## src/rtl/tdesc_tx_pkg.sv

```systemverilog
package tdesc_tx_pkg;

    localparam int CLW    = 5;
    localparam int MIN_CL = 4;
    localparam int MAX_CL = 16;

    localparam int F_RDY  = 0;
    localparam int F_WRAP = 2;
    localparam int F_INT  = 3;
    localparam int F_LAST = 4;
    localparam int F_CONT = 6;
    localparam int F_UNDR = 14;

    typedef enum logic [2:0] {
        SQ_WAIT_SYNC,
        SQ_RD_CTL,
        SQ_POLL,
        SQ_RD_LEN,
        SQ_RD_PTR,
        SQ_FETCH,
        SQ_CLOSE
    } seq_state_e;

    typedef struct packed {
        logic under;
        logic cont;
        logic last;
        logic intr;
        logic wrap;
        logic rdy;
    } bd_ctl_t;

    function automatic bd_ctl_t ctl_from_word(input logic [15:0] w);
        bd_ctl_t c;
        c.under = w[F_UNDR];
        c.cont  = w[F_CONT];
        c.last  = w[F_LAST];
        c.intr  = w[F_INT];
        c.wrap  = w[F_WRAP];
        c.rdy   = w[F_RDY];
        return c;
    endfunction

    function automatic logic [15:0] ctl_to_word(input bd_ctl_t c);
        logic [15:0] w;
        w         = '0;
        w[F_UNDR] = c.under;
        w[F_CONT] = c.cont;
        w[F_LAST] = c.last;
        w[F_INT]  = c.intr;
        w[F_WRAP] = c.wrap;
        w[F_RDY]  = c.rdy;
        return w;
    endfunction

    function automatic logic [CLW-1:0] clamp_len(input logic [CLW-1:0] v);
        if (v < CLW'(MIN_CL)) return CLW'(MIN_CL);
        if (v > CLW'(MAX_CL)) return CLW'(MAX_CL);
        return v;
    endfunction

endpackage

```

## src/rtl/tdesc_tx_serializer.sv

```systemverilog
module tdesc_tx_serializer
    import tdesc_tx_pkg::*;
(
    input  logic           clk,
    input  logic           rst,
    input  logic           bit_en,
    input  logic [CLW-1:0] char_len,
    input  logic           push,
    input  logic [15:0]    push_data,
    input  logic           live,
    output logic           full,
    output logic           urun,
    output logic           tx_d
);

    logic [15:0]    hold_q;
    logic [15:0]    sh_q;
    logic [CLW-1:0] cnt_q;
    logic           full_q;
    logic           txd_q;

    assign full = full_q;
    assign tx_d = txd_q;
    assign urun = bit_en && (cnt_q == '0) && !full_q && live;

    always_ff @(posedge clk) begin
        if (rst) begin
            hold_q <= '0;
            sh_q   <= '0;
            cnt_q  <= '0;
            full_q <= 1'b0;
            txd_q  <= 1'b1;
        end else begin
            if (push) begin
                hold_q <= push_data;
                full_q <= 1'b1;
            end
            if (bit_en) begin
                if (cnt_q != '0) begin
                    txd_q <= sh_q[0];
                    sh_q  <= sh_q >> 1;
                    cnt_q <= cnt_q - 1'b1;
                end else if (full_q) begin
                    txd_q  <= hold_q[0];
                    sh_q   <= hold_q >> 1;
                    cnt_q  <= char_len - 1'b1;
                    full_q <= 1'b0;
                end else begin
                    txd_q <= 1'b1;
                end
            end
        end
    end

endmodule

```

## src/rtl/tdesc_tx_sequencer.sv

```systemverilog
module tdesc_tx_sequencer
    import tdesc_tx_pkg::*;
#(
    parameter int AW       = 16,
    parameter int POLL_CYC = 32
) (
    input  logic          clk,
    input  logic          rst,
    input  logic [AW-1:0] ring_base,
    input  logic          wide,
    input  logic          tx_sync,
    output logic          mem_req,
    output logic          mem_we,
    output logic [AW-1:0] mem_addr,
    output logic [15:0]   mem_wdata,
    input  logic          mem_ack,
    input  logic [15:0]   mem_rdata,
    input  logic          full,
    input  logic          urun,
    output logic          push,
    output logic [15:0]   push_data,
    output logic          live,
    output logic          ev_txb,
    output logic          ev_txe
);

    localparam int PW = (POLL_CYC > 1) ? $clog2(POLL_CYC) : 1;
    localparam logic [AW-1:0] BD_STRIDE = AW'(8);

    seq_state_e    st_q;
    logic [AW-1:0] bd_q;
    logic [AW-1:0] ptr_q;
    logic [15:0]   rem_q;
    bd_ctl_t       ctl_q;
    bd_ctl_t       wb_ctl;
    logic          err_q;
    logic [PW-1:0] poll_q;
    logic [15:0]   step;

    assign step = wide ? 16'd2 : 16'd1;
    assign live = (st_q == SQ_FETCH);

    always_comb begin
        wb_ctl       = ctl_q;
        wb_ctl.rdy   = ctl_q.cont && !err_q;
        wb_ctl.under = err_q;
    end

    always_comb begin
        push_data = wide ? mem_rdata
                         : {8'h00, (ptr_q[0] ? mem_rdata[15:8] : mem_rdata[7:0])};
    end

    always_comb begin
        mem_req   = 1'b0;
        mem_we    = 1'b0;
        mem_addr  = bd_q;
        mem_wdata = '0;
        push      = 1'b0;
        case (st_q)
            SQ_RD_CTL: mem_req = 1'b1;
            SQ_RD_LEN: begin
                mem_req  = 1'b1;
                mem_addr = bd_q + AW'(2);
            end
            SQ_RD_PTR: begin
                mem_req  = 1'b1;
                mem_addr = bd_q + AW'(4);
            end
            SQ_FETCH: begin
                if (!urun && !full) begin
                    mem_req  = 1'b1;
                    mem_addr = ptr_q;
                    push     = mem_ack;
                end
            end
            SQ_CLOSE: begin
                mem_req   = 1'b1;
                mem_we    = 1'b1;
                mem_wdata = ctl_to_word(wb_ctl);
            end
            default: ;
        endcase
    end

    always_ff @(posedge clk) begin
        if (rst) begin
            st_q   <= SQ_WAIT_SYNC;
            bd_q   <= ring_base;
            ptr_q  <= '0;
            rem_q  <= '0;
            ctl_q  <= '0;
            err_q  <= 1'b0;
            poll_q <= '0;
            ev_txb <= 1'b0;
            ev_txe <= 1'b0;
        end else begin
            ev_txb <= 1'b0;
            ev_txe <= 1'b0;
            case (st_q)
                SQ_WAIT_SYNC: if (tx_sync) st_q <= SQ_RD_CTL;
                SQ_RD_CTL: if (mem_ack) begin
                    ctl_q <= ctl_from_word(mem_rdata);
                    if (mem_rdata[F_RDY]) begin
                        st_q <= SQ_RD_LEN;
                    end else begin
                        poll_q <= PW'(POLL_CYC - 1);
                        st_q   <= SQ_POLL;
                    end
                end
                SQ_POLL: begin
                    if (poll_q == '0) st_q <= SQ_RD_CTL;
                    else poll_q <= poll_q - 1'b1;
                end
                SQ_RD_LEN: if (mem_ack) begin
                    rem_q <= mem_rdata;
                    st_q  <= SQ_RD_PTR;
                end
                SQ_RD_PTR: if (mem_ack) begin
                    ptr_q <= AW'(mem_rdata);
                    err_q <= 1'b0;
                    st_q  <= (rem_q == '0) ? SQ_CLOSE : SQ_FETCH;
                end
                SQ_FETCH: begin
                    if (urun) begin
                        err_q <= 1'b1;
                        st_q  <= SQ_CLOSE;
                    end else if (push) begin
                        ptr_q <= ptr_q + AW'(step);
                        if (rem_q <= step) st_q <= SQ_CLOSE;
                        else rem_q <= rem_q - step;
                    end
                end
                SQ_CLOSE: if (mem_ack) begin
                    ev_txb <= ctl_q.intr && !err_q;
                    ev_txe <= ctl_q.intr && err_q;
                    bd_q   <= ctl_q.wrap ? ring_base : bd_q + BD_STRIDE;
                    st_q   <= (ctl_q.last || err_q) ? SQ_WAIT_SYNC : SQ_RD_CTL;
                end
                default: st_q <= SQ_WAIT_SYNC;
            endcase
        end
    end

endmodule

```

## src/rtl/tdesc_tx_engine.sv

```systemverilog
module tdesc_tx_engine
    import tdesc_tx_pkg::*;
#(
    parameter int AW       = 16,
    parameter int POLL_CYC = 32
) (
    input  logic          clk,
    input  logic          rst,
    input  logic [AW-1:0] cfg_ring_base,
    input  logic [4:0]    cfg_char_len,
    input  logic          tx_sync,
    input  logic          bit_en,
    output logic          tx_d,
    output logic          mem_req,
    output logic          mem_we,
    output logic [AW-1:0] mem_addr,
    output logic [15:0]   mem_wdata,
    input  logic          mem_ack,
    input  logic [15:0]   mem_rdata,
    output logic          ev_txb,
    output logic          ev_txe
);

    logic [CLW-1:0] clen;
    logic           wide;
    logic           push;
    logic [15:0]    push_data;
    logic           live;
    logic           full;
    logic           urun;

    assign clen = clamp_len(cfg_char_len);
    assign wide = clen > CLW'(8);

    tdesc_tx_sequencer #(
        .AW       (AW),
        .POLL_CYC (POLL_CYC)
    ) u_seq (
        .clk       (clk),
        .rst       (rst),
        .ring_base (cfg_ring_base),
        .wide      (wide),
        .tx_sync   (tx_sync),
        .mem_req   (mem_req),
        .mem_we    (mem_we),
        .mem_addr  (mem_addr),
        .mem_wdata (mem_wdata),
        .mem_ack   (mem_ack),
        .mem_rdata (mem_rdata),
        .full      (full),
        .urun      (urun),
        .push      (push),
        .push_data (push_data),
        .live      (live),
        .ev_txb    (ev_txb),
        .ev_txe    (ev_txe)
    );

    tdesc_tx_serializer u_ser (
        .clk       (clk),
        .rst       (rst),
        .bit_en    (bit_en),
        .char_len  (clen),
        .push      (push),
        .push_data (push_data),
        .live      (live),
        .full      (full),
        .urun      (urun),
        .tx_d      (tx_d)
    );

endmodule

```

## config.mk

```make
export PLATFORM = sky130hd
export DESIGN_NAME = tdesc_tx_engine
export DESIGN_NICKNAME = d
export VERILOG_FILES = /design/src/rtl/tdesc_tx_pkg.sv /design/src/rtl/tdesc_tx_serializer.sv /design/src/rtl/tdesc_tx_sequencer.sv /design/src/rtl/tdesc_tx_engine.sv
export SDC_FILE = /design/constraint.sdc
export NUM_CORES = 1
export LEC_CHECK = 0
export ABC_CLOCK_PERIOD_IN_PS = 5900
export BUFFER_PORTS_ARGS = -buffer_cell sky130_fd_sc_hd__buf_4
export CORE_ASPECT_RATIO = 2
export CORE_MARGIN = 10
export CORE_UTILIZATION = 25
export CTS_CLUSTER_DIAMETER = 120
export DETAILED_ROUTE_END_ITERATION = 8
export PLACE_DENSITY_LB_ADDON = 0.05
export SLEW_MARGIN = 40
export SYNTH_ARGS = -nofsm -noshare
export SYNTH_HDL_FRONTEND = slang
export SYNTH_SLANG_ARGS = --single-unit
```

## constraint.sdc

```tcl
create_clock -name clk -period 5.9 [get_ports clk]
set_clock_uncertainty 0.15 [all_clocks]
set_input_delay 1.18 -clock clk [delete_from_list [all_inputs] [get_ports clk]]
set_output_delay 1.18 -clock clk [all_outputs]
set_load 0.05 [all_outputs]
```

Word-level counts from Yosys, hierarchy flattened
Cells that the tools add are included.
{"block": "totals", "reg_bits": 102}
{"block": "classes", "n_reduce_logical": 32, "add_sub_neg": 8, "mux": 60, "n_lt_le_gt_ge": 4, "eq_ne": 20, "bitwise_logic": 2}
{"cell": "16-bit two-way mux", "count": 14}
{"cell": "16-bit case mux with 2 select lines", "count": 2}
{"cell": "16-bit case mux with 3 select lines", "count": 1}
{"cell": "5-bit two-way mux", "count": 9}
{"cell": "3-bit two-way mux", "count": 9}
{"cell": "2-bit != test (second input constant)", "count": 11}
{"cell": "3-bit case mux with 7 select lines", "count": 1}
{"cell": "1-bit two-way mux", "count": 17}
{"cell": "16-bit adder", "count": 1}
{"cell": "16-bit by 2-bit adder with 16-bit output (second input constant)", "count": 1}
{"cell": "16-bit by 3-bit adder with 16-bit output (second input constant)", "count": 1}
{"cell": "16-bit by 4-bit adder with 16-bit output (second input constant)", "count": 1}
{"cell": "16-bit <= comparator", "count": 1}
{"cell": "16-bit zero test", "count": 1}
{"cell": "16-bit subtractor", "count": 1}
{"cell": "15-bit two-way mux", "count": 1}
{"cell": "5-bit by 1-bit subtractor with 5-bit output (second input constant)", "count": 3}
{"cell": "2-bit nonzero test", "count": 6}
{"cell": "5-bit zero test", "count": 2}
{"cell": "5-bit case mux with 2 select lines", "count": 1}
{"cell": "3-bit == test (second input constant)", "count": 3}
{"cell": "8-bit two-way mux", "count": 1}
{"cell": "4-bit AND reduction", "count": 2}
{"cell": "8-bit AND reduction", "count": 1}
{"cell": "20 further kinds", "count": 35}

Longest topological paths before layout
Gate-level depths: netlist of the first run.
{"block": "depth", "word_depth": 12, "depth_mapped": 12, "depth_no_buf": 10}

Hierarchy
Synthesis of the first run repeated with hierarchy kept, for this count alone.
{"block": "unflattened", "cells_unflattened": 815, "hier_area_um2": 6363.6}
{"module": "tdesc_tx_sequencer", "cells_per_inst": 608, "seq_area_each_um2": 1421.4, "area_per_inst_um2": 4611.9, "n_inst": 1}
{"module": "tdesc_tx_serializer", "cells_per_inst": 195, "seq_area_each_um2": 760.7, "area_per_inst_um2": 1694.1, "n_inst": 1}
{"module": "tdesc_tx_engine", "cells_per_inst": 12, "seq_area_each_um2": 0.0, "area_per_inst_um2": 57.6, "n_inst": 1}

Least setup slack after synthesis of the first run
OpenSTA, ideal clock, no wires.
{"block": "synth_path", "path_kind": "input port to output port", "startpoint": "in bit_en", "endpoint": "out mem_addr[3]", "t_required_ns": 4.570, "path_stages": 6, "setup_slack_ns": 1.412, "arrival_ns": 3.158, "cell_sequence": "nor4b_4 > a21o_1 > buf_2 > buf_2 > mux2i_1 > o21ai_0"}
{"block": "synth_via", "elab_chain_cells": 7}
{"element": "from (decl)", "line_no": "tdesc_tx_engine.sv:12", "text": "input logic bit_en,"}
{"element": "1-bit logical AND (3 in a row)", "line_no": "tdesc_tx_serializer.sv:24", "text": "assign urun = bit_en && (cnt_q == '0) && !full_q && live;"}
{"element": "1-bit zero test", "line_no": "tdesc_tx_sequencer.sv:71", "text": "if (!urun && !full) begin"}
{"element": "1-bit logical AND", "line_no": "tdesc_tx_sequencer.sv:71"}
{"element": "16-bit two-way mux", "line_no": "tdesc_tx_sequencer.sv:71"}
{"element": "16-bit case mux with 3 select lines", "line_no": "tdesc_tx_sequencer.sv:60", "text": "case (st_q)"}
{"element": "to (decl)", "line_no": "tdesc_tx_engine.sv:16", "text": "output logic [AW-1:0] mem_addr,"}
Every way passes these cells.

Final worst setup path of the first run
{"block": "layout_path", "startpoint": "reg u_seq.st_q[2]", "endpoint": "out mem_addr[13]"}
{"block": "layout_via", "elab_chain_cells": 6, "word_cells_on_any_way": 8, "cone_classes": "eq/ne: 3; mux: 2; reduce/logical: 3"}
{"element": "from (decl)", "line_no": "tdesc_tx_sequencer.sv:30", "text": "seq_state_e st_q;"}
{"element": "from (signal assigned)", "line_no": "tdesc_tx_sequencer.sv:122", "text": "st_q <= (rem_q == '0) ? SQ_CLOSE : SQ_FETCH;"}
{"element": "from (signal assigned)", "line_no": "tdesc_tx_sequencer.sv:138", "text": "st_q <= (ctl_q.last || err_q) ? SQ_WAIT_SYNC : SQ_RD_CTL;"}
{"element": "3-bit == test", "line_no": "tdesc_tx_sequencer.sv:41, tdesc_tx_sequencer.sv:60"}
{"element": "1-bit logical AND", "line_no": "tdesc_tx_serializer.sv:24"}
{"element": "1-bit zero test", "line_no": "tdesc_tx_sequencer.sv:71"}
{"element": "1-bit logical AND", "line_no": "tdesc_tx_sequencer.sv:71"}
{"element": "16-bit two-way mux", "line_no": "tdesc_tx_sequencer.sv:71"}
{"element": "16-bit case mux with 3 select lines *", "line_no": "tdesc_tx_sequencer.sv:60"}
Every way passes the cells marked *; elsewhere a longest branch is shown, timed or not.

==> impl_metrics.ini, run 1 <==
[outcome]
status = complete, no violations

[cts]
cells_resized_by_post_cts_repair = 0
cts-root-buf = sky130_fd_sc_hd__clkbuf_16
cts-hold-fix-buffers = 0
clock_latency_ps = 380
clockBufferDepth = 2
cts_num_sinks = 101
clk_pin_slew_worst_paths_ps = 80
number_of_cts_inserted_buffers = 9
tritoncts = done
htree_levels = 3
post_cts.repair.setup_buffers = 0

[routing]
routed_wire_length_per_instance_um = 19.4
detail_route.vias_per_cell = 5.23
drt_iter0_markers = 413
drt_pass1_iterations = 6
vias_post_dr = 6142
drc = 0
total_wirelength_um = 22800
route.antenna.remaining_nets = 0

[critical_path]
cp.required_ps = 4570
critPathMaxStageDelay_ps = 760
r2r_start = u_seq.st_q[2]
cp-end-kind = output port
path_cells = and3b_1 > a22oi_1 > o21ai_0 > o211a_1 > o2bb2ai_1 > buf_4
worstPathArrival_ps = 3290
regToRegEndpoint = u_ser.hold_q[15]
r2r_cells = 6
cp_slowest_cell = sky130_fd_sc_hd__dfxtp_1
startpoint_types = flop
critical_path.max_fanout = 19
ff2ff_setup_slack_ps = 2700
origin_of_the_worst_setup_path = u_seq.st_q[2]
path_class = reg -> out

[timing]
final_min_period_over_clock_period = 0.783
setup_violations = 0
report.final.hold_viol_count = 0
grt_setup_unrepaired = no
timing.fmax_mhz = 216
timing.final.max_slew_violations = 0
maxSlewHeadroom = 0.439
setup-tns-final_ps = 0
timing_worst_slew_pin_value_ps = 839
fin_crit_ps = 4620

[hold_path]
min_delay_path_depth = 2
worst_hold_path.endpoint = u_ser.hold_q[10]
hold_path_class = reg -> reg
min_from = u_ser.hold_q[10]

[synth]
number_of_enable_type_register_cells_in_the_synthesized_netlist = 16
ys.warnings.count = 0
postSynthAreaPerCell_um2 = 7.86
yosys.cell_count.top_type = sky130_fd_sc_hd__nand2_1
post_synth_inst_count = 802
synth_seq_cells = 101
synth.top_cell.area_share = 0.270
ys_top_cells_by_count = 100 x sky130_fd_sc_hd__nand2_1, 88 x sky130_fd_sc_hd__nor2_1, 85 x sky130_fd_sc_hd__dfxtp_1
proportion_of_synthesized_chip_area_in_sequential_cells = 0.346
synth.lib_cells_used.distinct = 81
postSynth.topFlopCell = sky130_fd_sc_hd__dfxtp_1
syn-cell-area_um2 = 6300
netlist_top_cells_area = sky130_fd_sc_hd__dfxtp_1 27%, sky130_fd_sc_hd__edfxtp_1 7.6%, sky130_fd_sc_hd__a21oi_1 6.0%
fraction_of_registers_with_async_set_reset = 0
synth_top_area_cell = sky130_fd_sc_hd__dfxtp_1

[global_route]
grt_pass1_vias = 6248
largest_net_degree_at_the_start_of_global_routing = 48
grt_first_pass_wirelength_um = 35600
global_route.usage.total = 0.140
antenna_violations_before_repair = 0
gr-total-overflow = 0

[pwr]
leakage_nw = 2.55
power.ir.vdd_worst_uv = 151
power-per-cell-area_nw_per_um2 = 332

[die]
chipHeight_um = 244
design.die.area_um2 = 32300
placement_rows = 82
floorplan.initialDensity = 0.253
coreArea_um2 = 24900
die_x_um = 132
top_level_ports = 79

[cells_and_area]
syn2layout_area_growth_pct = 16.8
seq_area_um2 = 2180
final-instance-count-excl-fill = 1175
number_of_diodes_added_for_antenna_fixing = 0
fill_cells = 2737
layout-drive-gt1-share = 0.139
multiInputGateArea_um2 = 3790
nNetsFinal = 889

[placement]
dp_cells = 1160
dp_hpwl_um = 17600
port-buffer-count = 68
globalplace.congestion = 0.832

[flow_run]
reported_max_cap_violation_count = 0
where the power goes:
part           internal [mW]  switching (mW)  total [mW]  leakage [nW]
sequential             0.787          0.0881       0.875         0.843
clock                  0.356           0.307       0.663         0.152
combinational          0.303           0.604       0.908          1.56
total                   1.45            1.00        2.45          2.55
layout make-up:
| type | instances | share of cell area |
|---|---|---|
| well taps | 336 | 0.0571 |
| repair buffers | 78 | 0.0796 |
| clock inverters | 4 | 0.00731 |
| multi-input cells | 625 | 0.515 |
| flip-flops and latches | 101 | 0.297 |
| clock buffers | 11 | 0.0345 |
| inverters | 20 | 0.0102 |
stage by stage:
step	area (um^2)	power, mW	hold slack (ps)	setup slack, ps	utilization
global route	7360	2.61	330	1140	0.295
floorplan	6330	1.53	282	1410	-
CTS	7350	2.47	307	1220	0.295
global placement	7030	1.79	299	1330	0.282
finish	7360	2.45	304	1280	0.295
detailed placement	7050	1.80	295	1230	0.283
critical path: cells and delay by family, from the launching register on:
kind,cells,cell delay [ps]
AO/OA/AOI/OAI,4,1490
flip-flops,1,760
AND/OR/NAND/NOR,1,430
buffers and inverters,1,230
kinds of logic after synthesis:
| group | Yosys count | share of synthesized area |
|---|---|---|
| xor+xnor | 17 | 0.0236 |
| buf+inv | 85 | 0.0626 |
| compound gates | 248 | 0.268 |
| flops | 101 | 0.346 |
| simple gates | 326 | 0.253 |
| other cells | 1 | 0.000595 |
| fa+ha+maj | 12 | 0.0262 |
| mux | 12 | 0.0199 |
placed cells by master, fill, tap and decap left out, types with 19 or more instances in the layout:
cell,count
sky130_fd_sc_hd__nand2_1,100
sky130_fd_sc_hd__a21oi_1,75
sky130_fd_sc_hd__nor2_1,87
sky130_fd_sc_hd__a311oi_1,27
sky130_fd_sc_hd__o21ai_0,38
sky130_fd_sc_hd__nand3_1,29
sky130_fd_sc_hd__nor3_1,21
sky130_fd_sc_hd__buf_4,78
sky130_fd_sc_hd__inv_1,19
sky130_fd_sc_hd__dfxtp_1,85
registers in the layout (all words and copies together), names as in the netlist:
name          count
u_ser.tx_d        1
u_seq.ctl_q       4
u_seq.st_q        3
u_seq.ev_txe      1
u_seq.err_q       1
u_seq.ptr_q      16
u_ser.sh_q       15
u_ser.hold_q     16
u_seq.bd_q       16
u_ser.full        1
u_seq.ev_txb      1
u_seq.rem_q      16
u_seq.poll_q      5
u_ser.cnt_q       5
worst max path at each step:
stage | to | slack (ps) | cells past startpoint
5_1_grt | mem_addr[13] | 1140 | 6
2_1_floorplan | mem_addr[3] | 1410 | 6
6_report | mem_addr[13] | 1280 | 6
3_5_place_dp | u_seq.rem_q[12] | 1230 | 11
4_1_cts | mem_addr[13] | 1220 | 6
3_3_place_gp | u_seq.rem_q[12] | 1330 | 11
layer usage:
| layer | vias to the layer above | part of all wire | track usage |
|---|---|---|---|
| li1 | 2999 | - | - |
| met1 | 2926 | 0.37 | 0.136 |
| met2 | 173 | 0.55 | 0.272 |
| met3 | 44 | 0.036 | 0.0232 |
| met4 | 0 | 0.041 | 0.0764 |
| met5 | - | 0 | 0 |
Note: power is estimated with default switching activity, not from simulation.
==> run 2, diff against run 1 <==
Settings changed: ABC_CLOCK_PERIOD_IN_PS 5900 to 4300.
Clock period 5.9 ns to 4.3 ns, I/O delays scaled along.
==> impl_metrics.ini, run 2 (synthesis results as in run 1) <==
[outcome]
status = complete, no violations

[die]
die_x_um = 132
top_level_ports = 79
chipHeight_um = 244
coreArea_um2 = 24900
floorplan.initialDensity = 0.253
placement_rows = 82
design.die.area_um2 = 32300

[timing]
setup_violations = 0
fin_crit_ps = 3770
maxSlewHeadroom = 0.459
report.final.hold_viol_count = 0
final_min_period_over_clock_period = 0.878
timing_worst_slew_pin_value_ps = 811
hold_slack_ps = 304
timing.final.max_slew_violations = 0
grt_setup_unrepaired = no
timing.fmax_mhz = 265
setup-tns-final_ps = 0

[cells_and_area]
final_common_cell = sky130_fd_sc_hd__nand2_1
finish.utilization = 0.298
layout-drive-gt1-share = 0.148
number_of_diodes_added_for_antenna_fixing = 0
syn2layout_area_growth_pct = 17.9
mostFrequentLayoutCells = 100 x sky130_fd_sc_hd__nand2_1, 91 x sky130_fd_sc_hd__buf_4, 87 x sky130_fd_sc_hd__nor2_1
final-instance-count-excl-fill = 1189
nNetsFinal = 902

[critical_path]
cp-end-kind = output port
r2r_cells = 6
startpoint_types = flop
r2r_start = u_seq.st_q[0]
ff2ff_setup_slack_ps = 1500
worstPathArrival_ps = 2760
critical_path.max_fanout = 6
cp.required_ps = 3290
worstSetupEndpoint = mem_addr[15]
origin_of_the_worst_setup_path = u_seq.bd_q[4]
path_class = reg -> out
regToRegEndpoint = u_seq.rem_q[10]

[placement]
dp_hpwl_um = 17900
dp_cells = 1173
globalplace.congestion = 0.835
port-buffer-count = 68

[routing]
vias_post_dr = 6136
drc = 0
route.antenna.remaining_nets = 0
total_wirelength_um = 22900
drt_iter0_markers = 352
routed_wire_length_per_instance_um = 19.2
drt_pass1_iterations = 5
detail_route.vias_per_cell = 5.16

[flow_run]
reported_max_cap_violation_count = 0

[global_route]
global_route.usage.total = 0.140
grt_pass1_vias = 6373
antenna_violations_before_repair = 0
largest_net_degree_at_the_start_of_global_routing = 52
grt_first_pass_wirelength_um = 35800
gr-total-overflow = 0

[cts]
tritoncts = done
cts_num_sinks = 101
clockBufferDepth = 2
clock_latency_ps = 360
number_of_cts_inserted_buffers = 9
htree_levels = 3
cts-root-buf = sky130_fd_sc_hd__clkbuf_16
cts-hold-fix-buffers = 0
clk_pin_slew_worst_paths_ps = 70
cells_resized_by_post_cts_repair = 0
post_cts.repair.setup_buffers = 0

[pwr]
total_power_mw = 3.31
leakage_nw = 2.61
power.ir.vdd_worst_uv = 230
power-per-cell-area_nw_per_um2 = 446

[hold_path]
hold_path_class = reg -> reg
## run 2: cell type report
cell class / instances / area, um^2
Timing Repair Buffer: 91 / 683
Inverter: 20 / 75.1
Clock buffer: 15 / 269
Sequential cell: 101 / 2180
Multi-Input combinational cell: 625 / 3770
Clock inverter: 1 / 30.0
Tap cell: 336 / 420
Fill cell: 2755 / 17500
## run 2: worst min path at each step
stage	start	end	depth (start not counted)
2_1_floorplan	u_ser.hold_q[10]	u_ser.hold_q[10]	2
3_3_place_gp	u_ser.hold_q[14]	u_ser.hold_q[14]	2
3_5_place_dp	u_ser.hold_q[14]	u_ser.hold_q[14]	2
4_1_cts	u_ser.hold_q[14]	u_ser.hold_q[14]	2
5_1_grt	u_ser.hold_q[9]	u_ser.hold_q[9]	2
6_report	u_ser.hold_q[8]	u_ser.hold_q[8]	2
## run 2: power by group
part,switching [mW],leakage (nW),internal [mW]
Sequential,0.120,0.843,1.08
Clock,0.374,0.143,0.489
Combinational,0.827,1.62,0.423
## run 2: through the flow
stage	worst slack (ps)	area (um^2)
CTS	494	7430
detailed placement	292	7130
global route	329	7430
finish	526	7430
global placement	407	7120
floorplan	281	6330
## run 2: metal layers
metal | routed length (um) | up-vias | GRT usage
met5 | 0 | - | 0
met4 | 460 | 0 | 0.0540
met3 | 789 | 22 | 0.0238
met2 | 13100 | 133 | 0.278
met1 | 8510 | 2951 | 0.138
li1 | - | 3030 | -
## run 2: critical path, cell delays in order, from the launching register on
cell                       delay, ps
sky130_fd_sc_hd__edfxtp_1        460
sky130_fd_sc_hd__ha_1            340
sky130_fd_sc_hd__nand3_1         250
sky130_fd_sc_hd__nor4_1          350
sky130_fd_sc_hd__buf_4           180
sky130_fd_sc_hd__and3_1          210
sky130_fd_sc_hd__o21ai_0         100
sky130_fd_sc_hd__a221o_1         320
sky130_fd_sc_hd__buf_4           190
